`src/rtl/snd_irq_pkg.sv`:
```
package snd_irq_pkg;
  localparam int ADDR_W = 6;
  // Register byte offsets
  localparam logic [ADDR_W-1:0] OFF_TMR0   = 6'h18; // timers at +2 steps
  localparam logic [ADDR_W-1:0] OFF_SEN    = 6'h1E;
  localparam logic [ADDR_W-1:0] OFF_SPEND  = 6'h20;
  localparam logic [ADDR_W-1:0] OFF_SCLR   = 6'h22;
  localparam logic [ADDR_W-1:0] OFF_SFORCE = 6'h24;
  localparam logic [ADDR_W-1:0] OFF_MFORCE = 6'h26;
  localparam logic [ADDR_W-1:0] OFF_MEN    = 6'h2A;
  localparam logic [ADDR_W-1:0] OFF_MPEND  = 6'h2C;
  localparam logic [ADDR_W-1:0] OFF_MCLR   = 6'h2E;
endpackage

```
`src/rtl/snd_tick_timer.sv`:
```
module snd_tick_timer #(
  parameter int CNT_W = 8,
  parameter int PRE_W = 3
) (
  input  logic             clk,
  input  logic             rst,
  input  logic             tick,
  input  logic             ld,
  input  logic [CNT_W-1:0] ld_cnt,
  input  logic [PRE_W-1:0] ld_pre,
  output logic [CNT_W-1:0] cnt,
  output logic [PRE_W-1:0] pre,
  output logic             ovf
);
  localparam int DIV_W = (1 << PRE_W) - 1;

  logic [DIV_W-1:0] div;
  logic [DIV_W-1:0] mask;
  logic             step;

  // low 'pre' bits of the divider all ones -> one step per 2^pre ticks
  assign mask = ~({DIV_W{1'b1}} << pre);
  assign step = tick && (&(div | ~mask));

  always_ff @(posedge clk) begin
    if (rst) begin
      cnt <= '0;
      pre <= '0;
      div <= '0;
      ovf <= 1'b0;
    end else begin
      ovf <= 1'b0;
      if (ld) begin
        cnt <= ld_cnt;
        pre <= ld_pre;
        div <= '0;
      end else if (tick) begin
        div <= div + 1'b1;
        if (step) begin
          cnt <= cnt + 1'b1;
          ovf <= &cnt;
        end
      end
    end
  end
endmodule

```
`src/rtl/snd_irq_bank.sv`:
```
module snd_irq_bank #(
  parameter int SRC_W     = 11,
  parameter bit MAIN_SIDE = 1'b0
) (
  input  logic             clk,
  input  logic             rst,
  input  logic [SRC_W-1:0] ev,
  input  logic             en_we,
  input  logic             clr_we,
  input  logic [SRC_W-1:0] wdata,
  output logic [SRC_W-1:0] en,
  output logic [SRC_W-1:0] pend,
  output logic             any
);
  logic [SRC_W-1:0] set_v;
  logic [SRC_W-1:0] clr_v;
  logic             any_d;

  assign clr_v = clr_we ? wdata : '0;

  generate
    if (MAIN_SIDE) begin : g_main
      assign set_v = ev & en;
      assign any_d = |pend;
    end else begin : g_snd
      assign set_v = ev;
      assign any_d = |(pend & en);
    end
  endgenerate

  always_ff @(posedge clk) begin
    if (rst) begin
      en   <= '0;
      pend <= '0;
      any  <= 1'b0;
    end else begin
      if (en_we) en <= wdata;
      pend <= (pend & ~clr_v) | set_v; // set has priority
      any  <= any_d;
    end
  end
endmodule

```
`src/rtl/snd_irq_timers.sv`:
```
module snd_irq_timers
  import snd_irq_pkg::*;
#(
  parameter int NUM_TMR = 3,
  parameter int CNT_W   = 8,
  parameter int PRE_W   = 3,
  parameter int SRC_W   = 11,
  parameter int TMR_LSB = 6,
  parameter int DATA_W  = 16
) (
  input  logic              clk,
  input  logic              rst,
  input  logic              smp_tick,
  input  logic              bus_we,
  input  logic [ADDR_W-1:0] bus_addr,
  input  logic [DATA_W-1:0] bus_wdata,
  output logic [DATA_W-1:0] bus_rdata,
  output logic              snd_irq,
  output logic              snd_req
);
  localparam logic [SRC_W-1:0] TMR_MASK = SRC_W'(((1 << NUM_TMR) - 1) << TMR_LSB);

  logic [CNT_W-1:0]   t_cnt [NUM_TMR];
  logic [PRE_W-1:0]   t_pre [NUM_TMR];
  logic [NUM_TMR-1:0] t_ovf;

  genvar gi;
  generate
    for (gi = 0; gi < NUM_TMR; gi++) begin : g_tmr
      logic t_ld;
      assign t_ld = bus_we && (bus_addr == ADDR_W'(OFF_TMR0 + 2 * gi));
      snd_tick_timer #(.CNT_W(CNT_W), .PRE_W(PRE_W)) u_tmr (
        .clk    (clk),
        .rst    (rst),
        .tick   (smp_tick),
        .ld     (t_ld),
        .ld_cnt (bus_wdata[CNT_W-1:0]),
        .ld_pre (bus_wdata[CNT_W +: PRE_W]),
        .cnt    (t_cnt[gi]),
        .pre    (t_pre[gi]),
        .ovf    (t_ovf[gi])
      );
    end
  endgenerate

  logic [SRC_W-1:0] wsrc;
  logic [SRC_W-1:0] tmr_ev, s_ev, m_ev;
  logic unused_hi;

  assign wsrc      = bus_wdata[SRC_W-1:0];
  assign unused_hi = ^bus_wdata[DATA_W-1:SRC_W];

  always_comb begin
    tmr_ev = '0;
    tmr_ev[TMR_LSB +: NUM_TMR] = t_ovf;
  end

  assign s_ev = tmr_ev | ((bus_we && bus_addr == OFF_SFORCE) ? (wsrc & ~TMR_MASK) : '0);
  assign m_ev = tmr_ev | ((bus_we && bus_addr == OFF_MFORCE) ? (wsrc & ~TMR_MASK) : '0);

  logic [SRC_W-1:0] s_en, s_pend, m_en, m_pend;

  snd_irq_bank #(.SRC_W(SRC_W), .MAIN_SIDE(1'b0)) u_snd_bank (
    .clk    (clk),
    .rst    (rst),
    .ev     (s_ev),
    .en_we  (bus_we && bus_addr == OFF_SEN),
    .clr_we (bus_we && bus_addr == OFF_SCLR),
    .wdata  (wsrc),
    .en     (s_en),
    .pend   (s_pend),
    .any    (snd_irq)
  );

  snd_irq_bank #(.SRC_W(SRC_W), .MAIN_SIDE(1'b1)) u_main_bank (
    .clk    (clk),
    .rst    (rst),
    .ev     (m_ev),
    .en_we  (bus_we && bus_addr == OFF_MEN),
    .clr_we (bus_we && bus_addr == OFF_MCLR),
    .wdata  (wsrc),
    .en     (m_en),
    .pend   (m_pend),
    .any    (snd_req)
  );

  logic [DATA_W-1:0] rd_next;

  always_comb begin
    rd_next = '0;
    case (bus_addr)
      OFF_SEN:   rd_next = DATA_W'(s_en);
      OFF_SPEND: rd_next = DATA_W'(s_pend);
      OFF_MEN:   rd_next = DATA_W'(m_en);
      OFF_MPEND: rd_next = DATA_W'(m_pend);
      default:   rd_next = '0;
    endcase
    for (int i = 0; i < NUM_TMR; i++) begin
      if (bus_addr == ADDR_W'(OFF_TMR0 + 2 * i))
        rd_next = DATA_W'({t_pre[i], t_cnt[i]});
    end
  end

  always_ff @(posedge clk) begin
    if (rst) bus_rdata <= '0;
    else     bus_rdata <= rd_next;
  end
endmodule

```
`config.mk`:
```
export PLATFORM = sky130hd
export DESIGN_NAME = snd_irq_timers
export DESIGN_NICKNAME = d
export VERILOG_FILES = /design/src/rtl/snd_irq_pkg.sv /design/src/rtl/snd_tick_timer.sv /design/src/rtl/snd_irq_bank.sv /design/src/rtl/snd_irq_timers.sv
export SDC_FILE = /design/constraint.sdc
export NUM_CORES = 1
export LEC_CHECK = 0
export CORE_MARGIN = 2
export CORE_UTILIZATION = 30
export CTS_CLUSTER_DIAMETER = 50
export DETAILED_ROUTE_END_ITERATION = 16
export PLACE_DENSITY = 0.55
export SLEW_MARGIN = 15
export SYNTH_ARGS = -nofsm -noshare
export SYNTH_HDL_FRONTEND = slang
export SYNTH_HIERARCHICAL = 1
export SYNTH_SLANG_ARGS = --single-unit
```
`constraint.sdc`:
```
create_clock -name clk -period 2.95 [get_ports clk]
set_input_delay 0.295 -clock clk [delete_from_list [all_inputs] [get_ports clk]]
set_output_delay 0.295 -clock clk [all_outputs]
set_load 0.02 [all_outputs]
```
# Yosys cells after proc, flatten, opt, wreduce, memory -nomap -nowiden
# Cells that the tools add are included.
[op_classes] n_addsub=6 eq_ne=11 shift=3 n_mux=17 bitwise_logic=23 n_reduce_logical=36
[op_table] cell="2-to-1 mux 11 bit" count=7
[op_table] cell="2-to-1 mux 8 bit" count=9
[op_table] cell="bitwise AND 11 bit" count=4
[op_table] cell="case mux 11 bit (4 select lines)" count=1
[op_table] cell="== test 6 bit, second input constant" count=7
[op_table] cell="NOT 7 bit" count=6
[op_table] cell="adder 8 x 1 -> 8 bit, second input constant" count=3
[op_table] cell="== test 6 x 5 -> 1 bit, second input constant" count=4
[op_table] cell="AND reduction 8 bit" count=3
[op_table] cell="NOT 11 bit" count=2
[op_table] cell="OR 11 bit" count=2
[op_table] cell="OR 9 x 11 -> 11 bit" count=2
[op_table] cell="OR reduction 11 bit" count=2
[op_table] cell="adder 7 x 1 -> 7 bit, second input constant" count=3
[op_table] cell="OR 7 bit" count=3
[op_table] cell="AND reduction 7 bit" count=3
[op_table] cell="left shift 7 x 3 -> 7 bit, first input constant" count=3
[op_table] cell="OR reduction 4 bit" count=4
[op_table] cell="logical AND 1 bit" count=12
[op_table] cell="nonzero test 2 bit" count=6
[op_table] cell="AND reduction 2 bit" count=3
[op_table] cell="OR reduction 2 bit" count=3
[op_table] cell="NOT 1 bit" count=4
[totals] ff_bits=119 inputBits=26 out_inout_bits=18 wordCells=116

# Depth between registers and ports, before layout
# Gate-level depths: netlist of the first run.
[depth] word_depth=9 ltp_mapped=9 depth_no_buf=6

# Cells and area by module
# Netlist of the first run, hierarchy kept.
[modules_own_cells] mod="snd_tick_timer" n_inst=3 cells_each=110 area_per_inst_um2=989.7 seq_area_each_um2=380.4
[modules_own_cells] mod="snd_irq_timers" n_inst=1 cells_each=156 area_per_inst_um2=1234.9 seq_area_each_um2=220.2
[modules_own_cells] mod="snd_irq_bank (u_main_bank)" n_inst=1 cells_each=86 area_per_inst_um2=914.6 seq_area_each_um2=460.4
[modules_own_cells] mod="snd_irq_bank (u_snd_bank)" n_inst=1 cells_each=88 area_per_inst_um2=834.6 seq_area_each_um2=460.4

# Worst setup path before layout of the first run
# Ideal clock, no wire load.
[synth_path] path_kind="input-to-reg" from="input bus_addr[1]" to="register g_tmr[2].u_tmr.pre[0]" t_arrival_ps=2020 required_time_ps=2822 path_slack_ps=802 stages=8 path_cell_list="buf_6 > nor4b_1 > nand3_1 > clkbuf_1 > nor2_1 > clkbuf_1 > mux2i_1 > nor2_1"
[synth_between] elab_chain_cells=2
[synth_rtl] item="start, declared" line="snd_irq_timers.sv:15" rtl="input logic [ADDR_W-1:0] bus_addr,"
[synth_rtl] item="== test 6 x 5 -> 1 bit" line="snd_irq_timers.sv:31" rtl="assign t_ld = bus_we && (bus_addr == ADDR_W'(OFF_TMR0 + 2 * gi));"
[synth_rtl] item="logical AND 1 bit" line="snd_irq_timers.sv:31"
[synth_rtl] item="via g_tmr[2].t_ld" line="snd_irq_timers.sv:30" rtl="logic t_ld;"
[synth_rtl] item="end signal, assigned" line="snd_tick_timer.sv:35" rtl="pre <= ld_pre;"
[synth_rtl] item="end, declared" line="snd_tick_timer.sv:12" rtl="output logic [PRE_W-1:0] pre,"
# The timed path passes the listed nets, and every way through them passes these cells.
# A chain may end at the register's enable or synchronous reset.

# Worst setup path in the final report of the first run
[layout_path] from="input bus_addr[4]" to="register bus_rdata[9]"
[layout_between] elab_chain_cells=5 word_cells_on_any_way=11 classes_between="eq/ne (7); mux (4)"
[layout_rtl] item="== test 6 bit or == test 6 x 5 -> 1 bit (tied branches)" line="snd_irq_timers.sv:91" rtl="case (bus_addr)"
[layout_rtl] item="case mux 11 bit (4 select lines)" line="snd_irq_timers.sv:91"
[layout_rtl] item="2-to-1 mux 11 bit (2 in series)" line="snd_irq_timers.sv:99" rtl="if (bus_addr == ADDR_W'(OFF_TMR0 + 2 * i))"
[layout_rtl] item="2-to-1 mux 11 bit (*)" line="snd_irq_timers.sv:99"
[layout_rtl] item="end signal, assigned" line="snd_irq_timers.sv:106" rtl="else bus_rdata <= rd_next;"
[layout_rtl] item="end, declared" line="snd_irq_timers.sv:17" rtl="output logic [DATA_W-1:0] bus_rdata,"
# Every way passes the cells marked *; elsewhere a longest branch is shown, timed or not.

==> impl_results.md, run 1 <==
- Run status: finished clean
- IO Pins: between 40 and 50
- Clock Tree Buf Depth: 2
- Core area: about 20,000 um^2
- Buf/Inv on CP: 1
- Pin count of the biggest net entering global routing: 54
- Syn avg cell area: around 9.0 um^2
- Slowest CP cell: or4b_1
- Predominant post-synthesis flop cell: dfxtp_1
- Layout area overhead: 21.4%
- Total grt overflow: 0
- CTS Hold Buffers Added: 0
- Post-Synth Simple-Gate Area: 24.5%
- Endpoints failing setup: 0
- Port Buffer Count: 33
- Post-route DRC: 0
- # diodes: 0
- Num CTS Buffers: 17
- GP Congestion: about 0.91
- Final net count: 732
- DR vias: ~5.0k
- Crit. End Element: flip-flop
- Synth async-reset ratio: 0%
- Post-cts resize count: 0
- Final min period: 2240 ps
- Crit path kind: input pin to flip-flop
- Gr usage total: between 10% and 20%
- Row count: a little over 50
- Number of global-route vias before repair: roughly 4.7k
- CP Data Required Time: about 3300 ps
- Clock transition at path regs: 60 ps
- Leak: between 0.002 and 0.003 uW
- Antenna violations before repair: 1
- Worst VDD drop: approximately 0.00032 V
- Rel. slew slack: 56.3%
- Hold Crit Class: input pin to flip-flop
- Mux contribution to synthesized area: a little under a tenth
- DR pass1 iterations: 5
- Starting Density: a little over 30%
- RSZ-0062 raised after global routing: no
- Max Slew Vio Count: 0
- Die X: roughly 140 um
- Max cap viols: 0
- Area share of fa/ha/maj cells after synthesis: 1.26%
- Final Cycle Share: 76.1%
- CP delay by family, top: simple AND/OR/NAND/NOR gates
- Global-route wire length before repair: 27.3 mm
- Register area share after synthesis: between 30% and 40%
- Synth warn: 6
- Root Buffer: clkbuf_16
- Final TNS setup: 0 ps
- Leading cell types in the layout, fill and taps excluded: dfxtp_1 (114), nor2_1 (84), nand2_1 (50), mux2i_1 (43), clkdlybuf4s50_1 (32)
- Crit path largest cell delay: 690 ps
- Critical-path cell list: clkdlybuf4s50_1 > or4b_1 > nor3_4 > a221oi_1 > a311oi_1
- Final core utilization: 37.1%
- Sink Count: about 110
- Fillers: approximately 2.0k
- Compound-Gate Fraction of Synth Area: a little under a fifth
- Placed Instance Area: 6600 um^2
- DP Wirelength: approximately 12 mm
- Main combinational cell family by area after synthesis: simple AND/OR/NAND/NOR gates
- Synth cell types: 59
- PD cells: between 500 and 600 nW/um^2
- CP max FO: 11
- DR iter-0 viols: around 380
- Commonest non-fill, non-tap cell in the layout: dfxtp_1
- Final Hold Viols: 0
- WL final: 17.2 mm
- Routed Antenna Nets: 0
- Clk_lat worst skew: about 420 ps
- Yosys reg bits: approximately 110
- Cell area after layout: 7230 um^2
- Die ar.: ~21,000 um^2
- Arr. time, crit path: about 2500 ps
- Htree depth: 4
- Fmax: 446 MHz
- Layout cells sized above 1: between 10% and 20%
- Mapped Area: 5950 um^2
- Die H: 145 um
- Via density: between 5 and 6
- CP Launch Type: input pin
- Post-synth EDFFs: 0
- Clock tree from TritonCTS: built
- Worst Clk Skew: ~6 ps
- Postcts setup bufs: 0
- Post-DR wirelength/cell: 17.6 um
- Gate Count Post-Synth: 660
- Synth Area in XOR/XNOR: 3.53%
- Worst-margin pin slew: 656 ps
-- synthesized netlist by cell type (3+ instances only) --
cell | count | area (um^2)
dfxtp_1 | 114 | 2280
nor2_1 | 84 | 315
nand2_1 | 50 | 188
mux2i_1 | 43 | 430
and2_1 | 28 | 175
a21oi_1 | 25 | 125
nor3_1 | 22 | 110
clkbuf_1 | 19 | 71.3
inv_1 | 19 | 71.3
nand3_1 | 15 | 75.1
o22ai_1 | 15 | 93.8
xor2_1 | 15 | 131
a311oi_1 | 13 | 114
and4_1 | 12 | 105
a221oi_1 | 11 | 96.3
mux2_2 | 11 | 124
a21bo_1 | 10 | 100
a21oi_2 | 10 | 87.6
nand4_1 | 9 | 56.3
o31ai_1 | 9 | 67.6
xnor2_1 | 9 | 78.8
nand2b_1 | 8 | 50.1
a211oi_1 | 7 | 52.6
buf_4 | 7 | 52.6
a21o_1 | 6 | 45.0
and3_1 | 6 | 37.5
ha_1 | 6 | 75.1
nor3b_1 | 6 | 45.0
a31oi_1 | 5 | 31.3
a21bo_2 | 4 | 40.0
buf_1 | 4 | 15.0
buf_2 | 4 | 20.0
buf_6 | 4 | 45.0
a211oi_2 | 3 | 37.5
a21boi_1 | 3 | 22.5
nor3_2 | 3 | 30.0
nor4_1 | 3 | 18.8
nor4_2 | 3 | 37.5
nor4b_4 | 3 | 71.3
o2111ai_2 | 3 | 45.0
o21bai_1 | 3 | 22.5
o2bb2ai_2 | 3 | 45.0
or2_2 | 3 | 18.8
-- area by class of cell --
| type | count | area (um^2) | area share (%) |
|---|---|---|---|
| Sequential cell | 114 | 2280 | 31.6 |
| Tap cell | 265 | 332 | 4.59 |
| Clock inverter | 10 | 155 | 2.15 |
| Clock buffer | 22 | 474 | 6.56 |
| Timing Repair Buffer | 55 | 493 | 6.82 |
| Multi-Input combinational cell | 493 | 3420 | 47.3 |
| Inverter | 19 | 71.3 | 0.987 |
-- routing by layer --
layer  global-route usage, %  routed length [um]  share of wire [%]
met1                    24.1                8360                 49
met2                    26.5                7580                 44
met3                    3.46                 867                5.0
met4                    7.10                 403                2.3
met5                       0                  16              0.093
-- power by group --
part           total (uW)  switching, uW  internal, uW
clock network        2200            726          1470
registers            1600           34.5          1560
logic                 249            151          98.8
total                4050            911          3140
-- sequential cells by signal, indices dropped and copies added, names as in the netlist --
register	cells
g_tmr.u_tmr/ovf	3
g_tmr.u_tmr/cnt	24
bus_rdata	11
u_snd_bank/en	11
u_main_bank/any	1
u_main_bank/pend	11
g_tmr.u_tmr/pre	9
u_main_bank/en	11
g_tmr.u_tmr/div	21
u_snd_bank/any	1
u_snd_bank/pend	11
-- per-stage QoR --
stage | power [uW] | cells | hold WS [ps] | setup slack (ps)
after floorplan | 1770 | 664 | 357 | 802
after global placement | 1880 | 946 | 479 | 374
after detailed placement | 1880 | 946 | 475 | 356
after CTS | 4080 | 978 | 380 | 784
after global routing | 4180 | 978 | 399 | 556
final | 4050 | 978 | 389 | 706
-- path summary, 6_finish.rpt --
check / from / endpoint / slack (ps) / depth (start not counted)
max: bus_addr[4] / bus_rdata[9] / 710 / 5
min: rst / u_snd_bank/pend[9] / 390 / 2
max reg2reg: g_tmr[1].u_tmr/pre[2] / g_tmr[1].u_tmr/cnt[7] / 1100 / 5
min reg2reg: g_tmr[1].u_tmr/ovf / u_main_bank/pend[7] / 490 / 2
-- cells by family after synthesis --
| group | Yosys count |
|---|---|
| AND/OR/NAND/NOR | 268 |
| AO/OA/AOI/OAI | 136 |
| flip-flops | 114 |
| buffers and inverters | 57 |
| multiplexers | 54 |
| XOR/XNOR | 24 |
| adder cells (fa/ha/maj) | 6 |
| other | 1 |
(Power assumes the default switching activity.)
==> inputs of run 2 (changes only) <==
- PLACE_DENSITY: 0.55 -> 0.57
- clock period: 2.95 -> 1.95 ns (I/O delays scaled with it)
==> impl_results.md, run 2 (same netlist as run 1, synthesis figures left out) <==
- Final Hold Viols: 0 (unchanged)
- Placed Instance Area: 6910 um^2 (+4.7%)
- Largest registers: g_tmr.u_tmr/cnt (24), g_tmr.u_tmr/div (21)
- Final net count: 767 (+4.8%)
- Final min period: 1830 ps
- Starting Density: 30.6% (unchanged)
- Port Buffer Count: 33 (unchanged)
- Worst VDD drop: 0.000401 V (+24%)
- Post-route DRC: 0 (unchanged)
- Post-DR wirelength/cell: 17.5 um (-0.52%)
- PD cells: 766 nW/um^2 (+37%)
- Clock Tree Buf Depth: 2 (unchanged)
- Max FFs per register: 24 (unchanged)
- Clk_lat worst skew: 410 ps (about the same)
- GP Congestion: 0.910 (-0.11%)
- Run status: finished clean
- Number of global-route vias before repair: 4,754 (+1.9%)
- Fmax: 547 MHz
- Fillers: 1,938 (-1.5%)
- Gr usage total: 17.5% (+0.057 points)
- Pwr Total: 5720 uW (+41%)
- Crit path kind: input pin to flip-flop
- Register area: 2280 um^2 (unchanged)
- Layout cells sized above 1: 19.0% (+4.0 points)
- Global-route wire length before repair: 27.4 mm (+0.48%)
- Total grt overflow: 0 (unchanged)
- Num CTS Buffers: 17 (unchanged)
- RSZ-0062 raised after global routing: no
- Crit. End Element: flip-flop
- Worst hold slack: 267 ps (-122 ps)
- CP max FO: 13 (+2)
- DR iter-0 viols: 485 (+27%)
- Biggest register: g_tmr.u_tmr/cnt
- Pin count of the biggest net entering global routing: 51 (-5.6%)
- Multi-input gate area: 3430 um^2 (+0.18%)
- # diodes: 0 (unchanged)
- Rel. slew slack: 57.6% (+1.3 points)
- Die H: 145 um (unchanged)
- Leading cell types in the layout, fill and taps excluded: dfxtp_1 (114), nor2_1 (84), buf_4 (54), nand2_1 (50), mux2i_1 (43)
- Row count: 51 (unchanged)
- Hold Crit Class: input pin to flip-flop
- Worst Clk Skew: 7.07 ps (+1.22 ps)
- Core area: 19,500 um^2 (unchanged)
- Final Cycle Share: a little over nine tenths
- Via density: 5.10 (-0.17%)
- DR pass1 iterations: 5 (unchanged)
- Final TNS setup: 0 ps (unchanged)
- DP Wirelength: 12.7 mm (+6.0%)
- Max Slew Vio Count: 0 (unchanged)
- Commonest non-fill, non-tap cell in the layout: dfxtp_1
- Die X: 145 um (unchanged)
- DR vias: 5,160 (+3.3%)
- Max cap viols: 0 (unchanged)
- Layout area overhead: 25.4%
- Antenna violations before repair: 1 (unchanged)
- Root Buffer: clkbuf_16
- Sink Count: 114 (unchanged)
- Arr. time, crit path: 2160 ps (-380 ps)
- CP Data Required Time: 2280 ps (-970 ps)
- Die ar.: 21,000 um^2 (unchanged)
- Routed Antenna Nets: 0 (unchanged)
- Htree depth: 4 (unchanged)
- Clock transition at path regs: 60 ps (about the same)
- IO Pins: 44 (unchanged)
- Leak: 0.00267 uW (+5.6%)
- Worst-margin pin slew: 635 ps (-21.4 ps)
- Cell area after layout: 7460 um^2 (+3.3%)
- CP Launch Type: input pin
- Clock tree from TritonCTS: built
- Endpoints failing setup: 0 (unchanged)
- CTS Hold Buffers Added: 0 (unchanged)
- WL final: 17.7 mm (+2.9%)
-- run 2: cell count changes in the layout (fill, tap and decap cells not counted), sizes merged --
cell      before  now
clkinvlp       2    3
buf           23   58
clkinv         4    6
clkbuf        22   21
bufinv         4    1
-- run 2: cell type report --
| cell class | count | share of cell area, % |
|---|---|---|
| well taps | 265 | 4.44 |
| flip-flops and latches | 114 | 30.6 |
| repair buffers | 90 | 10.8 |
| clock inverters | 10 | 1.16 |
| clock buffers | 21 | 6.17 |
| multi-input cells | 493 | 45.9 |
| inverters | 19 | 0.955 |
-- run 2: metal layers --
layer  global-route usage, %  wire length [um]
met5                       0                12
met2                    27.1              8070
met4                    5.72               288
met3                    3.62               890
met1                    24.3              8470
-- run 2: where the power goes --
group | internal [uW] | total [uW] | switching (uW) | leakage, uW
clock network | 1800 | 2880 | 1080 | 0.000264
registers | 2370 | 2410 | 43.0 | 0.000921
logic | 185 | 430 | 245 | 0.00149
-- run 2: path summary, 6_finish.rpt --
check,from,to,slack [ps],cells past startpoint
min reg2reg,g_tmr[1].u_tmr/ovf,u_main_bank/pend[7],490,2
max reg2reg,g_tmr[2].u_tmr/pre[2],g_tmr[2].u_tmr/cnt[4],190,6
min,rst,u_snd_bank/pend[3],270,2
max,bus_addr[1],g_tmr[2].u_tmr/cnt[5],120,8
-- run 2: what timing repair did --
action | in CTS | in global routing
setup endpoints to repair | 0 | 3
gates resized for setup | 0 | 1
setup buffers | 0 | 0
-- run 2: worst max-delay path, cell delays in order --
cell	delay, ps
clkdlybuf4s50_1	520
nor4b_2	360
buf_4	170
nand3_1	100
nor2_1	170
inv_1	230
and4_1	240
nor3_1	170
-- run 2: per-stage QoR --
stage / std cells / util (%) / worst slack (ps)
floorplan: 664 / - / 6.44
global placement: 981 / 35.5 / -318
global route: 1012 / 38.4 / 2.01
finish: 1012 / 38.4 / 122
CTS: 1012 / 38.3 / 78.4
detailed placement: 981 / 35.5 / -343
==> inputs of run 3 (changes only) <==
- REMOVE_ABC_BUFFERS: default -> 1
==> impl_results.md, run 3 (same netlist as run 1, synthesis figures left out) <==
- Run status: finished clean
- Clock power frac: 56.3% (+6.0 points)
- RSZ-0062 raised after global routing: no
- Final min period: 1870 ps (+42.0 ps)
- Routed Antenna Nets: 0 (unchanged)
- Global-route wire length before repair: 26.7 mm (-2.5%)
- Met2 usage: 25.6% (-1.4 points)
- Sink Count: 114 (unchanged)
- DR vias: 5,068 (-1.8%)
- Clk_lat worst skew: 420 ps (about the same)
- Die H: 145 um (unchanged)
- Worst Clk Skew: 6.38 ps (-0.688 ps)
- Clock tree from TritonCTS: built
- Grt met1 use: 22.6% (-1.6 points)
- Port Buffer Count: 33 (unchanged)
- Endpoints failing setup: 0 (unchanged)
- PD cells: 844 nW/um^2 (+10%)
- Final Cycle Share: 95.9% (+2.2 points)
- Final net count: 771 (+0.52%)
- Fmax: 535 MHz (-2.2%)
- CTS Hold Buffers Added: 0 (unchanged)
- Busiest layer in global routing: met2
- CP Data Required Time: 2260 ps (-20 ps)
- Sw Pwr: 1370 uW (+0.30%)
- Met3 GRT Util: 3.88% (+0.26 points)
- Switching Fraction: 21.3% (-2.6 points)
- Die ar.: 21,000 um^2 (unchanged)
- Combinational Power Share: 6.2% (-1.3 points)
- Final Hold Viols: 0 (unchanged)
- Root Buffer: clkbuf_16
- Leading cell types in the layout, fill and taps excluded: dfxtp_1 (114), nor2_1 (84), buf_4 (57), nand2_1 (50), mux2i_1 (43)
- Number of global-route vias before repair: 4,958 (+4.3%)
- # diodes: 0 (unchanged)
- Int Pwr: 5070 uW (+17%)
- Rel. slew slack: 62.1% (+4.6 points)
- Crit. End Element: flip-flop
- WL final: 16.6 mm (-6.5%)
- Max cap viols: 0 (unchanged)
- CP max FO: 7 (-6)
- Max FFs per register: 24 (unchanged)
- Worst slack at placement: -292 ps (+51.7 ps)
- Fillers: 1,929 (-0.46%)
- Row count: 51 (unchanged)
- Layout cells sized above 1: 19.4% (+0.41 points)
- Worst VDD drop: 0.000589 V (+47%)
- Clock Tree Buf Depth: 2 (unchanged)
- Max Slew Vio Count: 0 (unchanged)
- Num CTS Buffers: 17 (unchanged)
- Seq pwr share: 37.5% (-4.6 points)
- Clock transition at path regs: 50 ps (about the same)
- Post-cts resize count: 0 (unchanged)
- Post-route DRC: 0 (unchanged)
- Worst-margin pin slew: 563 ps (-72.0 ps)
- Pwr Total: 6450 uW (+13%)
- Core area: 19,500 um^2 (unchanged)
- IO Pins: 44 (unchanged)
- Leak: 0.00277 uW (+3.4%)
- Arr. time, crit path: 2180 ps (+20 ps)
- Commonest non-fill, non-tap cell in the layout: dfxtp_1
- Total grt overflow: 0 (unchanged)
- Die X: 145 um (unchanged)
- Pin count of the biggest net entering global routing: 32 (-37%)
- Htree depth: 4 (unchanged)
- Crit path kind: input pin to flip-flop
- Biggest register: g_tmr.u_tmr/cnt
- Postcts setup bufs: 0 (unchanged)
- Setup ws final: 79.9 ps (-42.0 ps)
- Largest registers: g_tmr.u_tmr/cnt (24), g_tmr.u_tmr/div (21)
- Starting Density: 30.6% (unchanged)
- CP Launch Type: input pin
- Post-DR wirelength/cell: 16.3 um (-6.9%)
- DR iter-0 viols: 317 (-35%)
- R2R Setup Slk: 170 ps (-20 ps)
- GP Congestion: 0.873 (-4.1%)
- Layout area overhead: 28.4%
- Hold Crit Class: input pin to flip-flop
- Gr usage total: 16.7% (-0.77 points)
- DR pass1 iterations: 5 (unchanged)
- Antenna violations before repair: 0 (-1)
- Via density: 4.98 (-2.3%)
- DP Wirelength: 12.2 mm (-4.2%)
run 3: changes by cell type in the layout (fill, tap and decap cells not counted), sizes merged:
cell / previous run / this run
buf: 58 / 62
clkbuf: 21 / 23
clkinvlp: 3 / 0
bufinv: 1 / 6
clkinv: 6 / 3
run 3: final timing paths:
check,cells past startpoint,end,from
min reg2reg,2,u_main_bank/pend[10],u_main_bank/en[10]
max reg2reg,6,g_tmr[1].u_tmr/cnt[4],g_tmr[1].u_tmr/pre[2]
max,7,bus_rdata[5],bus_addr[1]
min,2,u_snd_bank/pend[2],rst
run 3: power by group through the flow:
stage               Combinational [uW]  Sequential (uW)  Clock, uW
finish                             401             2420       3630
global route                       440             2420       3800
CTS                                402             2420       3690
detailed placement                 401             2470          0
global placement                   399             2470          0
floorplan                          166             2450          0
run 3: worst max-delay path, cell delays in order:
cell and delay (ps):
clkdlybuf4s50_1 400, buf_4 160, or4b_1 640, nor3_4 180, buf_4 190, a221oi_1 110, a311oi_1 310
run 3: area by class of cell:
cell class / instances / area [um^2] / area share (%)
multi-input combinational: 493 / 3420 / 44.8
sequential: 114 / 2280 / 29.9
timing repair buffer: 94 / 848 / 11.1
clock buffer: 23 / 488 / 6.39
tap: 265 / 332 / 4.34
clock inverter: 9 / 199 / 2.60
inverter: 19 / 71.3 / 0.933
run 3: through the flow:
stage	utilization [%]	TNS (ps)	std cells	instance area (um^2)	hold WS (ps)
final	39.3	0	1017	7640	177
after CTS	39.3	0	1017	7640	157
after floorplan	-	-9310	626	5760	257
after global placement	35.7	-13740	985	6950	462
after global routing	39.3	0	1017	7640	175
after detailed placement	35.7	-12550	985	6950	470
run 3: layer usage:
layer / vias up / part of all wire [%]
met5: - / 0
met4: 0 / 2.1
met3: 21 / 4.2
met2: 103 / 44
met1: 2393 / 50
li1: 2551 / -
